<file path="config.mk">
export PLATFORM = sky130hd
export DESIGN_NAME = uart_irq_prio
export DESIGN_NICKNAME = d
export VERILOG_FILES = /design/src/rtl/uart_irq_prio.sv
export SDC_FILE = /design/constraint.sdc
export NUM_CORES = 1
export LEC_CHECK = 0
export CORE_MARGIN = 1
export CORE_UTILIZATION = 29
export DETAILED_ROUTE_END_ITERATION = 10
export PLACE_DENSITY = 0.93
export SLEW_MARGIN = 20
export SYNTH_ARGS = -nofsm -noshare
export SYNTH_HDL_FRONTEND = slang
export SYNTH_SLANG_ARGS = --single-unit
</file>
<file path="constraint.sdc">
create_clock -name clk -period 4.4 [get_ports clk]
set_clock_uncertainty 0.1 [all_clocks]
set_input_delay 0.88 -clock clk [delete_from_list [all_inputs] [get_ports clk]]
set_output_delay 0.88 -clock clk [all_outputs]
set_load 0.02 [all_outputs]
</file>
<file path="src/rtl/uart_irq_prio.sv">
module uart_irq_prio #(
  parameter int FIFO_DEPTH = 16,
  parameter int CNT_W      = $clog2(FIFO_DEPTH + 1)
) (
  input  logic             clk,
  input  logic             rst_n,
  input  logic             ier_wr,
  input  logic [7:0]       ier_wdata,
  input  logic             iir_rd,
  input  logic             thr_wr,
  input  logic             thr_empty,
  input  logic             thre_event,
  input  logic             fifo_en,
  input  logic [1:0]       rx_trig,
  input  logic [CNT_W-1:0] rx_count,
  input  logic             data_ready,
  input  logic [3:0]       lsr_err,
  input  logic             timeout_pend,
  input  logic [3:0]       msr_delta,
  output logic [3:0]       ier_q,
  output logic [7:0]       iir_q,
  output logic             irq
);

  localparam logic [3:0] ID_NONE = 4'h1;
  localparam logic [3:0] ID_LINE = 4'h6;
  localparam logic [3:0] ID_TOUT = 4'hC;
  localparam logic [3:0] ID_RXD  = 4'h4;
  localparam logic [3:0] ID_TXE  = 4'h2;
  localparam logic [3:0] ID_MDM  = 4'h0;

  localparam int LVL0 = 1;
  localparam int LVL1 = FIFO_DEPTH / 4;
  localparam int LVL2 = FIFO_DEPTH / 2;
  localparam int LVL3 = FIFO_DEPTH - 2;

  logic             thr_pend;
  logic [3:0]       code;
  logic [CNT_W-1:0] trig_lvl;
  logic             rx_src;

  always_comb begin
    case (rx_trig)
      2'd0:    trig_lvl = CNT_W'(LVL0);
      2'd1:    trig_lvl = CNT_W'(LVL1);
      2'd2:    trig_lvl = CNT_W'(LVL2);
      default: trig_lvl = CNT_W'(LVL3);
    endcase
  end

  assign rx_src = data_ready && (!fifo_en || rx_count >= trig_lvl);

  always_comb begin
    if (ier_q[2] && |lsr_err)           code = ID_LINE;
    else if (ier_q[0] && timeout_pend)  code = ID_TOUT;
    else if (ier_q[0] && rx_src)        code = ID_RXD;
    else if (ier_q[1] && thr_pend)      code = ID_TXE;
    else if (ier_q[3] && |msr_delta)    code = ID_MDM;
    else                                code = ID_NONE;
  end

  assign iir_q = {{2{fifo_en}}, 2'b00, code};
  assign irq   = code != ID_NONE;

  always_ff @(posedge clk or negedge rst_n) begin
    if (!rst_n)      ier_q <= '0;
    else if (ier_wr) ier_q <= ier_wdata[3:0];
  end

  always_ff @(posedge clk or negedge rst_n) begin
    if (!rst_n)                          thr_pend <= 1'b0;
    else if (thre_event)                 thr_pend <= 1'b1;
    else if (ier_wr && thr_empty)        thr_pend <= 1'b1;
    else if (thr_wr)                     thr_pend <= 1'b0;
    else if (iir_rd && code == ID_TXE)   thr_pend <= 1'b0;
  end

  AST_LINE_TOP: assert property (@(posedge clk) disable iff (!rst_n)
    (ier_q[2] && |lsr_err) |-> iir_q[3:0] == ID_LINE);
  AST_MASKED_QUIET: assert property (@(posedge clk) disable iff (!rst_n)
    (ier_q == 4'h0) |-> !irq);
  AST_IER_LOW_NIBBLE: assert property (@(posedge clk) disable iff (!rst_n)
    ier_wr |=> ier_q == $past(ier_wdata[3:0]));
  AST_REARM: assert property (@(posedge clk) disable iff (!rst_n)
    (ier_wr && thr_empty) |=> thr_pend);
  AST_EVENT_WINS: assert property (@(posedge clk) disable iff (!rst_n)
    thre_event |=> thr_pend);
  AST_THR_CLEAR: assert property (@(posedge clk) disable iff (!rst_n)
    (thr_wr && !thre_event && !(ier_wr && thr_empty)) |=> !thr_pend);
  AST_ACK_CLEAR: assert property (@(posedge clk) disable iff (!rst_n)
    (iir_rd && iir_q[3:0] == ID_TXE && !thre_event && !(ier_wr && thr_empty))
      |=> !thr_pend);

endmodule

</file>
==> run_results.csv, run 1 <==
group,metric,value,unit
run_status,status,"finished clean",
cells_and_area,drive_gt1_share,11.76,%
synth,synthTopCellsByCount,"dfrtp_1, inv_1, buf_4, ha_1, mux2_2",
cts,cts.path.max_buffers,2,
die,pin_count,46,
placed_design,port_buffers,39,
grt,grt_pass1_wl,1.918,mm
critical_path,end_kind,"output port",
cts,cts_tree,"done",
grt,overflow,0,
sta,slew_viol_final,0,
sta,rsz0062_at_grt,"false",
cells_and_area,nets,123,
sta,timing.setup.tns,0,ns
die,die_h,40.75,microns
sta,finalHoldViolations,0,
synth,synth.avg_cell_area,9.676,sq um
placed_design,hpwl,1.036,mm
cells_and_area,syn2layout_area_growth,93.97,%
sta,fin_crit_sh,94.79,%
die,die_width,40.75,microns
job,cap_viol_max_count,0,
critical_path,start_kind,"primary input",
route,vias,488,
synth,async_flop_share,100.0,%
cts,cts_max_level,1,
cts,clk_pin_slew,0.04,ns
grt,grt_max_degree,7,
synth,synth_top_area_share,28.74,%
power_and_ir_drop,p_per_area,231.2,mW/mm^2
cts,clock-sinks,5,
cells_and_area,final_core_util,62.56,%
critical_path,cp_cell_sequence,"clkdlybuf4s50_1 -> inv_1 -> ha_1 -> nor4b_1 -> o21ai_1 -> a41oi_2 -> and3_1 -> clkdlybuf4s50_1",
die,num_rows,13,
cts,cts_setup_buffers,0,
synth,syn-cell-area,435.4,sq um
synth,synth-edff-count,0,
synth,synthTopCellsByArea,"dfrtp_1, ha_1, mux2_2",
power_and_ir_drop,finalPower,0.1953,mW
synth,synth-main-ff-cell,"dfrtp_1",
placed_design,dp.cells,96,
route,drc,0,
route,via_per_inst,4.880,
synth,synth_top_area_cell,"dfrtp_1",
route,ant_nets,0,
die,core_area,0.001350,sq mm
cells_and_area,fin_area,844.6,sq um
grt,antenna_found_initial,0,
placed_design,dp_slack,0.2570,ns
route,dr.pass1.iters,4,
placed_design,place_congestion,0.6527,
critical_path,critPathKind,"primary input to output port",
cts,post_cts_resized,0,
sta,min_period,4.171,ns
critical_path,worstPathArrival,3.19,ns
die,die_area,0.001661,sq mm
cells_and_area,layoutNonFillerInstCount,100,
cts,clk_latency,0.23,ns
synth,synth_seq_cells,5,
route,drt_iter0_drc,3,
sta,max_freq,0.2398,GHz
synth,netlist_instances,45,
die,start_util,32.25,%
grt,grt_pass1_vias,474,
critical_path,crit_top_cell,"clkdlybuf4s50_1",
cells_and_area,antennaDiodeCount,0,
synth,yosysSeqAreaShare,28.74,%
placed_design,dpl_cell_area,818.3,sq um
critical_path,required,3.42,ns
cts,cts_root_buffer,"clkbuf_4",
route,wl,1.264,mm
power_and_ir_drop,leakagePower,0.3579,nW
cts,ctsHoldBuffers,0,
sta,holdWs,0.4542,ns
critical_path,cp_slowest_stage_delay,0.62,ns
worst_hold_path,min_path_type,"flip-flop to flip-flop",
sta,worst_slack,0.2294,ns
route,wl_per_cell,12.64,microns
sta,setup_viol,0,
synth,ys_types,23,
grt,track_usage,18.55,%
power_and_ir_drop,ir_worst_vdd,154.6,uV
cts,numCtsBuffers,3,
critical_path,slowest_stage,"clkdlybuf4s50_1",
critical_path,crit_path_max_fanout,4,
synth,synth_warnings,0,
final timing paths:
check,from,endpoint,slack (ns),cells after the start
max in group asynchronous,rst_n,ier_q[2],3.24,1
max reg2reg,ier_q[0],thr_pend,3.08,4
min in group asynchronous,rst_n,thr_pend,0.77,1
max,rx_trig[1],iir_q[0],0.23,8
min,ier_q[3],ier_q[3],0.45,1
min reg2reg,ier_q[3],ier_q[3],0.45,1
power by group:
group / internal, mW / total [mW] / switching, mW / leakage (nW)
registers: 0.0507 / 0.0556 / 0.00492 / 0.0571
logic: 0.0508 / 0.0886 / 0.0378 / 0.286
clock network: 0.0342 / 0.0510 / 0.0168 / 0.0150
logic make-up (layout without fill, tap and decap cells):
group	Yosys count	count (layout)	synth area share (%)
AO/OA/AOI/OAI	11	11	23.28
multiplexers	4	4	10.34
buffers and inverters	9	48	11.21
flip-flops	5	5	28.74
other	1	2	0.8612
adder cells (fa/ha/maj)	4	4	11.49
AND/OR/NAND/NOR	11	11	14.08
registers in the layout, summed over array words and instances (netlist names):
signal and cells:
thr_pend 1, ier_q 4
area by class of cell:
| cell class | count | area [sq um] |
|---|---|---|
| Fill cell | 113 | 505.5 |
| Multi-Input combinational cell | 32 | 265.3 |
| Tap cell | 15 | 18.77 |
| Inverter | 5 | 18.77 |
| Clock buffer | 4 | 26.28 |
| Timing Repair Buffer | 39 | 390.4 |
| Sequential cell | 5 | 125.1 |
per-layer routing:
layer,up-vias,wire (microns),global-route usage (%)
li1,238,-,-
met3,2,170,9.239
met4,0,15,12.50
met1,215,432,17.43
met2,33,644,31.35
met5,-,0,0
placed cells by master, fill, tap and decap left out, types with 2 or more instances in the layout:
cell / n
nor2_1: 2
ha_1: 4
a21oi_1: 2
clkbuf_4: 3
mux2_2: 4
conb_1: 2
clkdlybuf4s50_1: 39
nand2_1: 3
o21ai_0: 2
dfrtp_1: 5
inv_1: 5
worst max-delay path: cells and delay by family:
kind            cells  cell delay (ns)
compound gates      2             0.39
fa+ha+maj           1             0.17
simple gates        2             0.57
buf+inv             3             1.18
Power figures use the tool's default switching activity.
==> run 2, diff against run 1 <==
- GPL_ROUTABILITY_DRIVEN: default -> 0
==> results of run 2 <==
The final DEF is identical to that of run 1; final timing and power are the same.
==> run 3, diff against run 2 <==
- CORE_UTILIZATION: 29 -> 27
- PLACE_DENSITY: 0.93 -> 0.88
- clock period: 4.4 -> 4.7 ns (I/O delays scaled with it)
==> run_results.csv, run 3 (synthesis results as in run 1) <==
group,metric,value,unit
die,core_area,0.001506,sq mm
sta,timing.setup.tns,0,ns
cts,clk_latency,0.24,ns
cts,cts_max_level,1,
placed_design,port_buffers,39,
worst_hold_path,min_path_type,"flip-flop to flip-flop",
sta,worst_slack,0.4569,ns
critical_path,required,3.66,ns
placed_design,dp_slack,0.4561,ns
critical_path,ff2ff_path_depth,4,
cells_and_area,drive_gt1_share,11.76,%
die,pin_count,46,
cells_and_area,largest_reg_flops,4,
sta,finalHoldViolations,0,
critical_path,crit_path_max_fanout,4,
critical_path,reg2reg_to,"thr_pend",
cts,cts_setup_buffers,0,
power_and_ir_drop,p_per_area,215.3,mW/mm^2
route,via_per_inst,4.832,
grt,track_usage,14.25,%
critical_path,worstPathArrival,3.20,ns
cts,clock-sinks,5,
die,die_h,42.16,microns
worst_hold_path,worstHoldStart,"ier_q[1]",
sta,slew_viol_final,0,
cts,cts_root_buffer,"clkbuf_4",
job,cap_viol_max_count,0,
sta,holdWs,0.4328,ns
power_and_ir_drop,ir_worst_vdd,151.6,uV
worst_hold_path,hold_end,"thr_pend",
cells_and_area,top_regs,"ier_q: 4 flops, thr_pend: 1 flops",
run_status,status,"finished clean",
cts,ctsHoldBuffers,0,
cells_and_area,antennaDiodeCount,0,
route,wl_per_cell,10.68,microns
cells_and_area,largest_register,"ier_q",
sta,min_period,4.243,ns
grt,overflow,0,
critical_path,regToRegSetupSlack,3.39,ns
grt,grt_pass1_wl,1.987,mm
grt,grt_max_degree,7,
power_and_ir_drop,leakagePower,0.3579,nW
critical_path,worstReg2RegStart,"ier_q[0]",
critical_path,start_kind,"primary input",
route,dr.pass1.iters,2,
cells_and_area,final_cell_mix,"clkdlybuf4s50_1, inv_1, dfrtp_1",
cts,cts.path.max_buffers,2,
cells_and_area,num-fill-cells,141,
die,num_rows,14,
cells_and_area,mostFrequentLayoutCell,"clkdlybuf4s50_1",
route,wl,1.079,mm
route,ant_nets,0,
sta,max_freq,0.2357,GHz
die,die_width,42.16,microns
cts,cts_tree,"done",
cells_and_area,syn2layout_area_growth,94.25,%
route,drc,0,
cells_and_area,final_core_util,56.15,%
placed_design,hpwl,925.8,microns
route,drt_iter0_drc,1,
cts,post_cts_resized,0,
die,start_util,28.90,%
grt,antenna_found_initial,0,
cts,clk_pin_slew,0.04,ns
grt,grt_pass1_vias,501,
route,vias,488,
cells_and_area,fin_area,845.8,sq um
placed_design,dpl_cell_area,819.5,sq um
sta,fin_crit_sh,90.28,%
critical_path,critPathKind,"primary input to output port",
sta,setup_viol,0,
worst_hold_path,holdPathStages,1,
cts,numCtsBuffers,3,
cells_and_area,nets,123,
critical_path,end_kind,"output port",
sta,rsz0062_at_grt,"false",
die,die_area,0.001777,sq mm
-- run 3: cell counts in the layout (fill, tap and decap cells not counted) --
No cell type changed its count.
-- run 3: layout make-up --
type | count | area (sq um) | area share [%]
Clock buffer | 4 | 26.28 | 3.107
Inverter | 5 | 18.77 | 2.219
Multi-Input combinational cell | 32 | 265.3 | 31.36
Sequential cell | 5 | 125.1 | 14.79
Tap cell | 16 | 20.02 | 2.367
Timing Repair Buffer | 39 | 390.4 | 46.15
-- run 3: worst max-delay path by stage --
stage,from,end,cells past startpoint
2_1_floorplan,rx_trig[0],iir_q[1],6
3_3_place_gp,rx_trig[1],iir_q[0],8
3_5_place_dp,rx_trig[1],iir_q[0],8
4_1_cts,rx_trig[1],iir_q[0],8
5_1_grt,rx_trig[1],iir_q[0],8
6_report,rx_trig[1],iir_q[0],8
-- run 3: per-stage QoR --
step                std cells  power [mW]
global route              101      0.1949
detailed placement         97      0.1336
finish                    101      0.1821
global placement           97      0.1322
floorplan                  46     0.08769
CTS                       101      0.1852
-- run 3: critical path: stages --
cell and delay (ns):
clkdlybuf4s50_1 0.51, inv_1 0.05, ha_1 0.17, nor4b_1 0.35
o21ai_1 0.14, a41oi_2 0.25, and3_1 0.19, clkdlybuf4s50_1 0.60
-- run 3: routing by layer --
| layer | track usage (%) | up-vias | part of all wire, % |
|---|---|---|---|
| li1 | - | 239 | - |
| met1 | 17.91 | 218 | 41 |
| met2 | 22.50 | 31 | 48 |
| met3 | 3.448 | 0 | 11 |
| met4 | 7.500 | 0 | 0 |
| met5 | 0 | - | 0 |
-- run 3: power breakdown --
part,switching [mW],internal [mW]
Combinational,0.0335,0.0476
Sequential,0.00418,0.0475
Clock,0.0173,0.0321
Total,0.0550,0.127
